`src/rtl/sio_shifter.sv`:
```
`timescale 1ns/1ps
module sio_shifter #(
  parameter int DIV0 = 2,
  parameter int DIV1 = 4,
  parameter int DIV2 = 8
)(
  input  logic       clk,
  input  logic       rst_n,
  input  logic       wr_dat,
  input  logic       wr_ctrl,
  input  logic [7:0] wdata,
  input  logic       irq_ack,
  input  logic       sck_i,
  input  logic       si_i,
  input  logic       so_i,
  output logic [7:0] rd_data,
  output logic [7:0] rd_ctrl,
  output logic       busy,
  output logic       irq,
  output logic       sck_o,
  output logic       sck_oe,
  output logic       so_o,
  output logic       so_oe
);
  localparam int DMAX = (DIV0 > DIV1) ? ((DIV0 > DIV2) ? DIV0 : DIV2)
                                      : ((DIV1 > DIV2) ? DIV1 : DIV2);
  localparam int CW = $clog2(DMAX) + 1;

  logic [7:0]    sreg;
  logic [1:0]    csel;
  logic          pol, insw, busy_q, irq_q, sck_q, so_q;
  logic [2:0]    bcnt;
  logic [CW-1:0] hcnt, hp;
  logic          s1, s2, s3;
  logic          ext, tick, xedge, lead, trail, din, start_ok, done;

  always_comb begin
    case (csel)
      2'd0:    hp = CW'(DIV0);
      2'd1:    hp = CW'(DIV1);
      default: hp = CW'(DIV2);
    endcase
  end

  assign ext      = (csel == 2'b11);
  assign tick     = busy_q && !ext && (hcnt == hp - CW'(1));
  assign xedge    = busy_q && ext && (s2 != s3);
  assign lead     = (tick && (sck_q == pol)) || (xedge && (s2 != pol));
  assign trail    = (tick && (sck_q != pol)) || (xedge && (s2 == pol));
  assign din      = insw ? so_i : si_i;
  assign start_ok = wr_ctrl && wdata[0] && !busy_q;
  assign done     = trail && (bcnt == 3'd7);

  always_ff @(posedge clk or negedge rst_n) begin
    if (!rst_n) begin
      sreg   <= '0;
      csel   <= '0;
      pol    <= 1'b0;
      insw   <= 1'b0;
      busy_q <= 1'b0;
      irq_q  <= 1'b0;
      sck_q  <= 1'b0;
      so_q   <= 1'b0;
      bcnt   <= '0;
      hcnt   <= '0;
      s1     <= 1'b0;
      s2     <= 1'b0;
      s3     <= 1'b0;
    end else begin
      s1 <= sck_i;
      s2 <= s1;
      s3 <= s2;

      if (wr_ctrl && !busy_q) begin
        csel <= wdata[2:1];
        pol  <= wdata[3];
        insw <= wdata[4];
      end

      if (wr_dat && !busy_q) sreg <= wdata;
      else if (trail)        sreg <= {din, sreg[7:1]};

      if (lead) so_q <= sreg[0];

      if (start_ok) begin
        busy_q <= 1'b1;
        bcnt   <= '0;
      end else if (trail) begin
        bcnt <= bcnt + 3'd1;
        if (done) busy_q <= 1'b0;
      end

      if (done)                     irq_q <= 1'b1;
      else if (irq_ack || start_ok) irq_q <= 1'b0;

      if (!busy_q || tick) hcnt <= '0;
      else                 hcnt <= hcnt + CW'(1);

      if (!busy_q)   sck_q <= wr_ctrl ? wdata[3] : pol;
      else if (tick) sck_q <= ~sck_q;
    end
  end

  assign rd_data = sreg;
  assign rd_ctrl = {3'b000, insw, pol, csel, 1'b0};
  assign busy    = busy_q;
  assign irq     = irq_q;
  assign sck_o   = sck_q;
  assign sck_oe  = !ext;
  assign so_o    = so_q;
  assign so_oe   = !insw;
endmodule

```
`config.mk`:
```
export PLATFORM = sky130hd
export DESIGN_NAME = sio_shifter
export DESIGN_NICKNAME = d
export VERILOG_FILES = /design/src/rtl/sio_shifter.sv
export SDC_FILE = /design/constraint.sdc
export NUM_CORES = 1
export LEC_CHECK = 0
export ABC_AREA = 0
export BUFFER_PORTS_ARGS = -buffer_cell sky130_fd_sc_hd__buf_2
export CORE_ASPECT_RATIO = 0.6
export CORE_MARGIN = 2
export CORE_UTILIZATION = 54
export CTS_CLUSTER_DIAMETER = 200
export DETAILED_ROUTE_END_ITERATION = 16
export PLACE_DENSITY = 0.83
export REMOVE_ABC_BUFFERS = 1
export SETUP_SLACK_MARGIN = 0.3
export SYNTH_ARGS = -nofsm -noshare
export SYNTH_HDL_FRONTEND = slang
export SYNTH_SLANG_ARGS = --single-unit
export TNS_END_PERCENT = 10
```
`constraint.sdc`:
```
create_clock -name clk -period 5.89 [get_ports clk]
set_clock_uncertainty 0.15 [all_clocks]
set_input_delay 1.178 -clock clk [delete_from_list [all_inputs] [get_ports clk]]
set_output_delay 1.178 -clock clk [all_outputs]
set_load 0.005 [all_outputs]
```
==> results.toml, run 1 <==
[sta]
tightest_slew_ns = 0.727
period_needed_ns = 2.35
max_freq_ghz = 0.425
totalNegativeSetupSlack_ns = 0
relSlewSlack_pct = 51.4
final_hold_viol_count = 0
rsz0062_at_grt = "false"
setup_viol_count_final = 0
slew_viol_final = 0
period_share_pct = 39.9

[floorplanning]
dieArea_um2 = 2860
ios = 38
die_x_um = 67.7
die_h_um = 42.2
rows = 13
core-area_um2 = 2230
start_util_pct = 59.0

[worst_setup_path]
worstReg2RegStart = "csel[1]"
cp_slowest_cell = "dfrtp_1"
critPathLaunchType = "register"
path_max_fanout = 13
r2r.worst_path.cells = 5
r2r_slack_ns = 3.75
worstSetupPathType = "register to output pin"
max_stage_delay_ns = 0.57
endpoint_kind = "output pin"
worst-path-buf-inv = 1
crit_path_cell_trace = "buf_2"
r2r-end = "rd_data[1]"
cpLargestDelayFamily = "flip-flops"
cp.required_ns = 4.56
crit_start = "busy"
cp.arrival_ns = 1.02

[global_routing]
track_usage_pct = 23.7
grt_max_degree = 27
grt_pass1_vias = 1075
grt-ovfl-total = 0
antenna_found_initial = 0
grt_pass1_wl_mm = 5.08

[worst_hold_path]
hp-class = "register to register"
hold_start = "s1"
whs_path_depth = 0
worst_hold_path.endpoint = "s2"

[yosys]
synth-edff-count = 0
synthesis.instances = 131
synthArstFlopShare_pct = 100
syn-mean-instance-area_um2 = 10.0
syn_area_um2 = 1310
yosys_warnings = 0
yosys.cell_types.count = 38
yosys_most_used_dff = "dfrtp_1"
synth.ff_latch_count = 26
seq_area_frac_synth_pct = 49.5

[clock_network]
clk_pin_slew_ns = 0.09
clkSinkCount = 26
clock_path_buffers = 2
cts_tree = "done"
cts_made_buffers = 3
cts_resized = 0
worstSkewPairLatency_ns = 0.27
cts.htree.levels = 1
post-cts-setup-buffers = 0
cts-root-buf = "clkbuf_8"
ctsHoldBuffers = 0

[cells_and_area]
drive_gt1_share_pct = 28.9
diodes = 0
nets = 179
area_delta_synth_final_pct = 14.7
n_fill_cell = 185

[route]
wl_mm = 2.95
drt_iter0_drc = 128
vias = 1095
ant_nets = 0
drc = 0
drt-vias-per-instance = 5.79
drt_pass1_iterations = 4
wire_per_inst_um = 15.6

[outcome]
status = "finished clean"

[placement]
place.gp.congestion = 0.855
portBuffers = 33
hpwl_mm = 2.15

[power]
irDropWorstVdd_v = 0.000267
total_power_mw = 0.746
powerDensity_nw_per_um2 = 495
p_leak_nw = 0.723

[job]
max-cap-violations = 0
## power breakdown
group	switching, mW	leakage [nW]	internal [mW]
clock	0.0529	0.0288	0.0597
combinational	0.148	0.385	0.151
sequential	0.0795	0.310	0.254
## routing by layer
metal  vias up  part of all wire (%)  GRT usage (%)
met5         -                     0              0
met4         0                   1.8           6.53
met3         6                   7.1           5.11
met2        56                    46           35.5
met1       524                    45           34.6
li1        509                     -              -
## Yosys cell counts (4+ instances only)
master,count,area (um^2)
buf_4,6,45.0
nand3_1,10,50.1
a21oi_1,6,30.0
nand2_1,8,30.0
nor2b_1,4,25.0
nand2b_1,5,31.3
mux2_2,4,45.0
nor2_1,9,33.8
a31oi_1,7,43.8
dfrtp_1,26,651
o21ai_1,8,40.0
## state kept, by name, summed over array words and instances (netlist names)
signal	flops
s3	1
sck_o	1
s2	1
pol	1
s1	1
bcnt	3
so_o	1
rd_data	8
hcnt	4
csel	2
busy	1
insw	1
irq	1
## metrics by stage
step                setup WS (ns)  cells  instance area [um^2]  util [%]  hold slack (ns)
CTS                          3.53    189                  1510      67.6            0.220
global route                 3.48    189                  1510      67.6            0.228
finish                       3.54    189                  1510      67.6            0.218
floorplan                    3.79    122                  1250         -            0.181
global placement             3.61    185                  1450      65.1            0.183
detailed placement           3.55    185                  1450      65.1            0.201
## worst max path at each step
stage	to	slack, ns	cells past startpoint
2_1_floorplan	rd_data[7]	3.79	4
3_3_place_gp	rd_data[7]	3.61	5
3_5_place_dp	rd_data[7]	3.55	5
4_1_cts	busy	3.53	1
5_1_grt	busy	3.48	1
6_report	busy	3.54	1
## logic make-up after synthesis
logic type / share of synthesized area [%]
AOI/OAI and AO/OA: 16.2
buffers and inverters: 6.38
xor gates and xnor gates: 2.00
other: 0.285
DFF: 49.5
muxes: 5.81
adders and majority gates: 2.86
and+or+nand+nor: 17.0
## final cells by class
class / instances / area [um^2] / area share, %
multi-input combinational: 94 / 591 / 39.2
inverter: 2 / 7.51 / 0.498
sequential: 26 / 651 / 43.2
tap: 30 / 37.5 / 2.49
clock buffer: 4 / 55.1 / 3.65
timing repair buffer: 33 / 165 / 11.0
## cells in the final DEF, fill, tap and decap left out
cell type / synthesis / routed
nor4_1: 1 / 1
o21ba_1: 1 / 1
mux2i_1: 2 / 2
o22ai_2: 1 / 1
nand2_2: 1 / 1
clkbuf_8: 0 / 4
or3_1: 1 / 1
a21oi_2: 1 / 1
nor3_1: 1 / 1
mux2_1: 1 / 1
o21ai_0: 3 / 3
nand3_1: 10 / 10
ha_1: 3 / 3
mux2_2: 4 / 4
a211oi_1: 1 / 1
buf_2: 0 / 33
o22ai_1: 1 / 1
o21bai_2: 1 / 1
nor2b_1: 4 / 4
a31oi_1: 7 / 7
dfrtp_1: 26 / 26
o32ai_1: 1 / 1
o21ai_1: 8 / 8
and3_1: 2 / 2
nand3b_1: 1 / 1
a32o_1: 1 / 1
inv_1: 2 / 2
conb_1: 1 / 4
nand2b_1: 5 / 5
nor2_1: 9 / 9
nand2_1: 8 / 8
and3b_1: 1 / 1
a21oi_1: 6 / 6
xor2_1: 3 / 3
o21ai_2: 1 / 1
No activity file was read; power rests on OpenSTA's default activity.
==> run 2: changes to the inputs <==
- CORE_UTILIZATION: 54 -> 46
- PLACE_DENSITY: 0.83 -> 0.75
- clock period: 5.89 -> 2.15 ns (I/O delays scaled with it)
==> run 2 against run 1 <==
Compared with the run above:
- wire length grew 8.3%
- sequential power increased to 2.7 times the previous value
- total power rose to 3.0 times the previous value
- worst hold slack got worse by 0.22 ns
- die area is 16% higher
- critical path depth is 4 higher
- cell area rose by 7.1%
- global-route usage down 2.9 points
- critical path type is now register to register
- critical endpoint is now so_o
==> results.toml, run 2 (same netlist as run 1, synthesis figures left out) <==
[outcome]
status = "finished clean"

[floorplanning]
rows = 14
dieArea_um2 = 3310
core-area_um2 = 2610
start_util_pct = 50.3
die_x_um = 73.0
die_h_um = 45.4
ios = 38

[route]
wl_mm = 3.20
drc = 0
vias = 1088
ant_nets = 0
drt_pass1_iterations = 4
drt-vias-per-instance = 5.44
wire_per_inst_um = 16.0
drt_iter0_drc = 56

[worst_setup_path]
worstReg2RegStart = "hcnt[1]"
crit_start = "hcnt[1]"
critPathLaunchType = "register"
worstSetupPathType = "register to register"
endpoint_kind = "register"
cp.arrival_ns = 1.88
path_max_fanout = 4
cp.required_ns = 2.15

[sta]
rsz0062_at_grt = "true"
hold_slack_ns = 0.000310
final_hold_viol_count = 0
period_needed_ns = 1.88
relSlewSlack_pct = 61.3
setup_viol_count_final = 0
tightest_slew_ns = 0.580
max_freq_ghz = 0.532
totalNegativeSetupSlack_ns = 0
slew_viol_final = 0
period_share_pct = 87.5

[cells_and_area]
mostFrequentLayoutCells = "buf_2, dfrtp_1, nand3_1, buf_4, nor2_1"
layout_commonest_cell = "buf_2"
nets = 189
final_area_um2 = 1610
area_delta_synth_final_pct = 22.9
drive_gt1_share_pct = 35.1
diodes = 0
largest_reg_flops = 8

[clock_network]
cts-root-buf = "clkbuf_8"
clk_pin_slew_ns = 0.09
cts.htree.levels = 1
clkSinkCount = 26
cts_tree = "done"
worstSkewPairLatency_ns = 0.27
clock_path_buffers = 2
cts_made_buffers = 3

[worst_hold_path]
hp-class = "input port to async pin"

[power]
p_switching_mw = 0.840
p_comb_share_pct = 46.6
irDropWorstVdd_v = 0.000565
netSwitchingFraction_pct = 38.1
p_leak_nw = 0.762
powerDensity_nw_per_um2 = 1370
pwr-share-clk_pct = 12.2
pwr-share-seq_pct = 41.1
internal_power_mw = 1.36

[placement]
place_area_um2 = 1480
hpwl_mm = 2.27
portBuffers = 33
place.gp.congestion = 0.835

[job]
max-cap-violations = 0

[global_routing]
grt_max_degree = 27
grt-ovfl-total = 0
grt_pass1_vias = 1087
antenna_found_initial = 0
track_usage_pct = 20.8
grt_pass1_wl_mm = 5.17
==> run 2: final cells by class <==
class	count	area, um^2
Clock buffer	3	41.3
Multi-Input combinational cell	94	633
Fill cell	222	996
Timing Repair Buffer	43	240
Inverter	2	7.51
Tap cell	32	40.0
Sequential cell	26	652
==> run 2: final timing paths <==
check                               end  slack, ns  cells after the start
worst max-delay path               so_o       0.27                      5
worst min-delay path            hcnt[0]     0.0003                      1
worst max register to register     so_o       0.27                      5
worst min register to register       s2       0.21                      0
max in group asynchronous       hcnt[2]       1.44                      1
min in group clk                     s1       0.12                      1
==> run 2: critical path, cell delays in order (launching register included) <==
cell	delay (ns)
dfrtp_1	0.44
or3_4	0.39
a21oi_4	0.21
o21ai_4	0.09
o22ai_2	0.17
mux2_4	0.31
==> run 2: layer usage <==
metal | routed length [um] | up-vias | part of all wire, % | track usage, %
li1 | - | 527 | - | -
met1 | 1510 | 517 | 47 | 28.7
met2 | 1450 | 42 | 46 | 35.3
met3 | 226 | 2 | 7.1 | 4.65
met4 | 8 | 0 | 0.25 | 2.22
met5 | 0 | - | 0 | 0
==> run 2: stage by stage <==
step / power (mW) / util [%] / instances / worst slack (ns)
after floorplan: 1.40 / - / 122 / 0.257
after global placement: 1.70 / 56.9 / 191 / 0.245
after detailed placement: 1.75 / 56.9 / 191 / 0.154
after CTS: 2.15 / 60.9 / 199 / 0.276
after global routing: 2.35 / 61.8 / 200 / 0.210
final: 2.20 / 61.8 / 200 / 0.269
==> run 2: power groups by stage <==
stage / Sequential [mW] / Combinational (mW) / Clock, mW
after floorplan: 0.882 / 0.517 / 0
after global placement: 0.898 / 0.804 / 0
after detailed placement: 0.907 / 0.841 / 0
after CTS: 0.895 / 0.980 / 0.280
after global routing: 0.935 / 1.12 / 0.293
final: 0.907 / 1.03 / 0.270
==> run 2: timing repair <==
| item | in CTS | in global routing |
|---|---|---|
| hold buffers | 0 | 0 |
| pin swaps | 3 | 1 |
| gates cloned | 0 | 0 |
| resized for setup | 5 | 4 |
| setup endpoints to repair | 12 | 14 |
| buffers inserted | 5 | 1 |
==> run 3: changes to the inputs <==
- BUFFER_PORTS_ARGS: -buffer_cell sky130_fd_sc_hd__buf_2 -> unset
- CORE_UTILIZATION: 46 -> 55
- DONT_BUFFER_PORTS: unset -> 1
- PLACE_DENSITY: 0.75 -> 0.73
==> run 3 against run 2 <==
Compared with the run above:
- sequential cell count unchanged
- cell area decreased by 7.2%
- final cell count decreased by 16%
- critical path depth unchanged
- critical endpoint unchanged
==> results.toml, run 3 (same netlist as run 1, synthesis figures left out) <==
[floorplanning]
die_x_um = 67.1
core-area_um2 = 2210
dieArea_um2 = 2810
ios = 38
start_util_pct = 59.4
rows = 13
die_h_um = 41.9

[route]
wire_per_inst_um = 18.8
drc = 0
ant_nets = 0
wl_mm = 3.15
drt-vias-per-instance = 6.14
drt_iter0_drc = 59
vias = 1031
drt_pass1_iterations = 4

[cells_and_area]
drive_gt1_share_pct = 21.7
layout_commonest_cell = "dfrtp_1"
largest_reg_flops = 8
diodes = 0
final_cell_count_no_fill = 168
mostFrequentLayoutCells = "dfrtp_1, nand3_1, nor2_1, buf_4"
area_delta_synth_final_pct = 14.0
nets = 158

[sta]
totalNegativeSetupSlack_ns = 0
final_hold_viol_count = 0
max_freq_ghz = 0.536
period_share_pct = 86.8
setup_viol_count_final = 0
period_needed_ns = 1.87
rsz0062_at_grt = "true"
slew_viol_final = 0

[outcome]
status = "finished clean"

[power]
p_comb_share_pct = 40.4
internal_power_mw = 1.30
pwr-share-seq_pct = 44.6
irDropWorstVdd_v = 0.000841
powerDensity_nw_per_um2 = 1400
pwr-share-clk_pct = 15.0
p_switching_mw = 0.802
netSwitchingFraction_pct = 38.2
p_leak_nw = 0.652

[worst_setup_path]
crit_start = "hcnt[1]"
endpoint_kind = "register"
worstReg2RegStart = "hcnt[1]"
path_max_fanout = 4
cp.arrival_ns = 1.88
critPathLaunchType = "register"
worstSetupPathType = "register to register"
cp.required_ns = 2.16

[worst_hold_path]
hold_start = "sck_i"
hp-class = "input port to register"

[clock_network]
cts_tree = "done"
clk_pin_slew_ns = 0.09
cts.htree.levels = 1
clock_path_buffers = 2
clkSinkCount = 26
worstSkewPairLatency_ns = 0.27
cts_made_buffers = 3
cts-root-buf = "clkbuf_8"

[global_routing]
antenna_found_initial = 0
grt_max_degree = 27
grt-ovfl-total = 0
track_usage_pct = 24.2
grt_pass1_vias = 1017
grt_pass1_wl_mm = 5.03

[placement]
place_inst = 157
hpwl_mm = 2.11
place.gp.congestion = 0.795
portBuffers = 0

[job]
max-cap-violations = 0
## run 3: layer usage
layer / share of wire, % / GRT usage, %
met5: 0 / 0
met4: 0.82 / 3.67
met3: 7.4 / 7.59
met2: 49 / 37.6
met1: 43 / 34.1
## run 3: timing repair
| item | CTS | global route |
|---|---|---|
| hold buffers | 2 | 0 |
| gates resized for setup | 4 | 5 |
| hold endpoints to repair | 26 | 0 |
| pin swaps | 1 | 2 |
| setup buffers | 1 | 4 |
| endpoints found under the setup margin | 12 | 14 |
## run 3: worst max-delay path: stages (launching register included)
cell	delay (ns)
dfrtp_2	0.43
or3_4	0.39
a21oi_4	0.19
o21ai_4	0.09
o22ai_2	0.17
mux2_1	0.33
## run 3: layout make-up
class / count / area [um^2]
Clock buffer: 4 / 55.1
Fill cell: 174 / 714
Inverter: 2 / 7.51
Multi-Input combinational cell: 94 / 626
Sequential cell: 26 / 654
Tap cell: 30 / 37.5
Timing Repair Buffer: 12 / 118
## run 3: stage by stage
step	cell area, um^2	util (%)	hold slack (ns)	power [mW]	worst slack (ns)
floorplan	1250	-	-0.0156	1.40	0.257
global route	1500	67.7	0.00783	2.24	0.221
CTS	1440	64.9	0.0259	2.00	0.255
detailed placement	1320	59.8	-0.0151	1.61	0.190
finish	1500	67.7	0.0276	2.10	0.283
global placement	1320	59.8	-0.0152	1.57	0.259
## run 3: final timing paths
| check | to | slack, ns | cells past startpoint |
|---|---|---|---|
| setup / recovery | so_o | 0.28 | 5 |
| hold / removal | s1 | 0.03 | 0 |
| setup reg to reg | so_o | 0.28 | 5 |
| hold reg to reg | s2 | 0.22 | 0 |
| max in group asynchronous | pol | 1.24 | 2 |
| min in group asynchronous | csel[1] | 0.44 | 2 |
## run 3: power groups by stage
stage	Clock [mW]	Combinational [mW]	Sequential, mW
2_1_floorplan	0	0.517	0.882
3_3_place_gp	0	0.646	0.923
3_5_place_dp	0	0.679	0.932
4_1_cts	0.319	0.750	0.929
5_1_grt	0.352	0.931	0.959
6_report	0.316	0.848	0.935
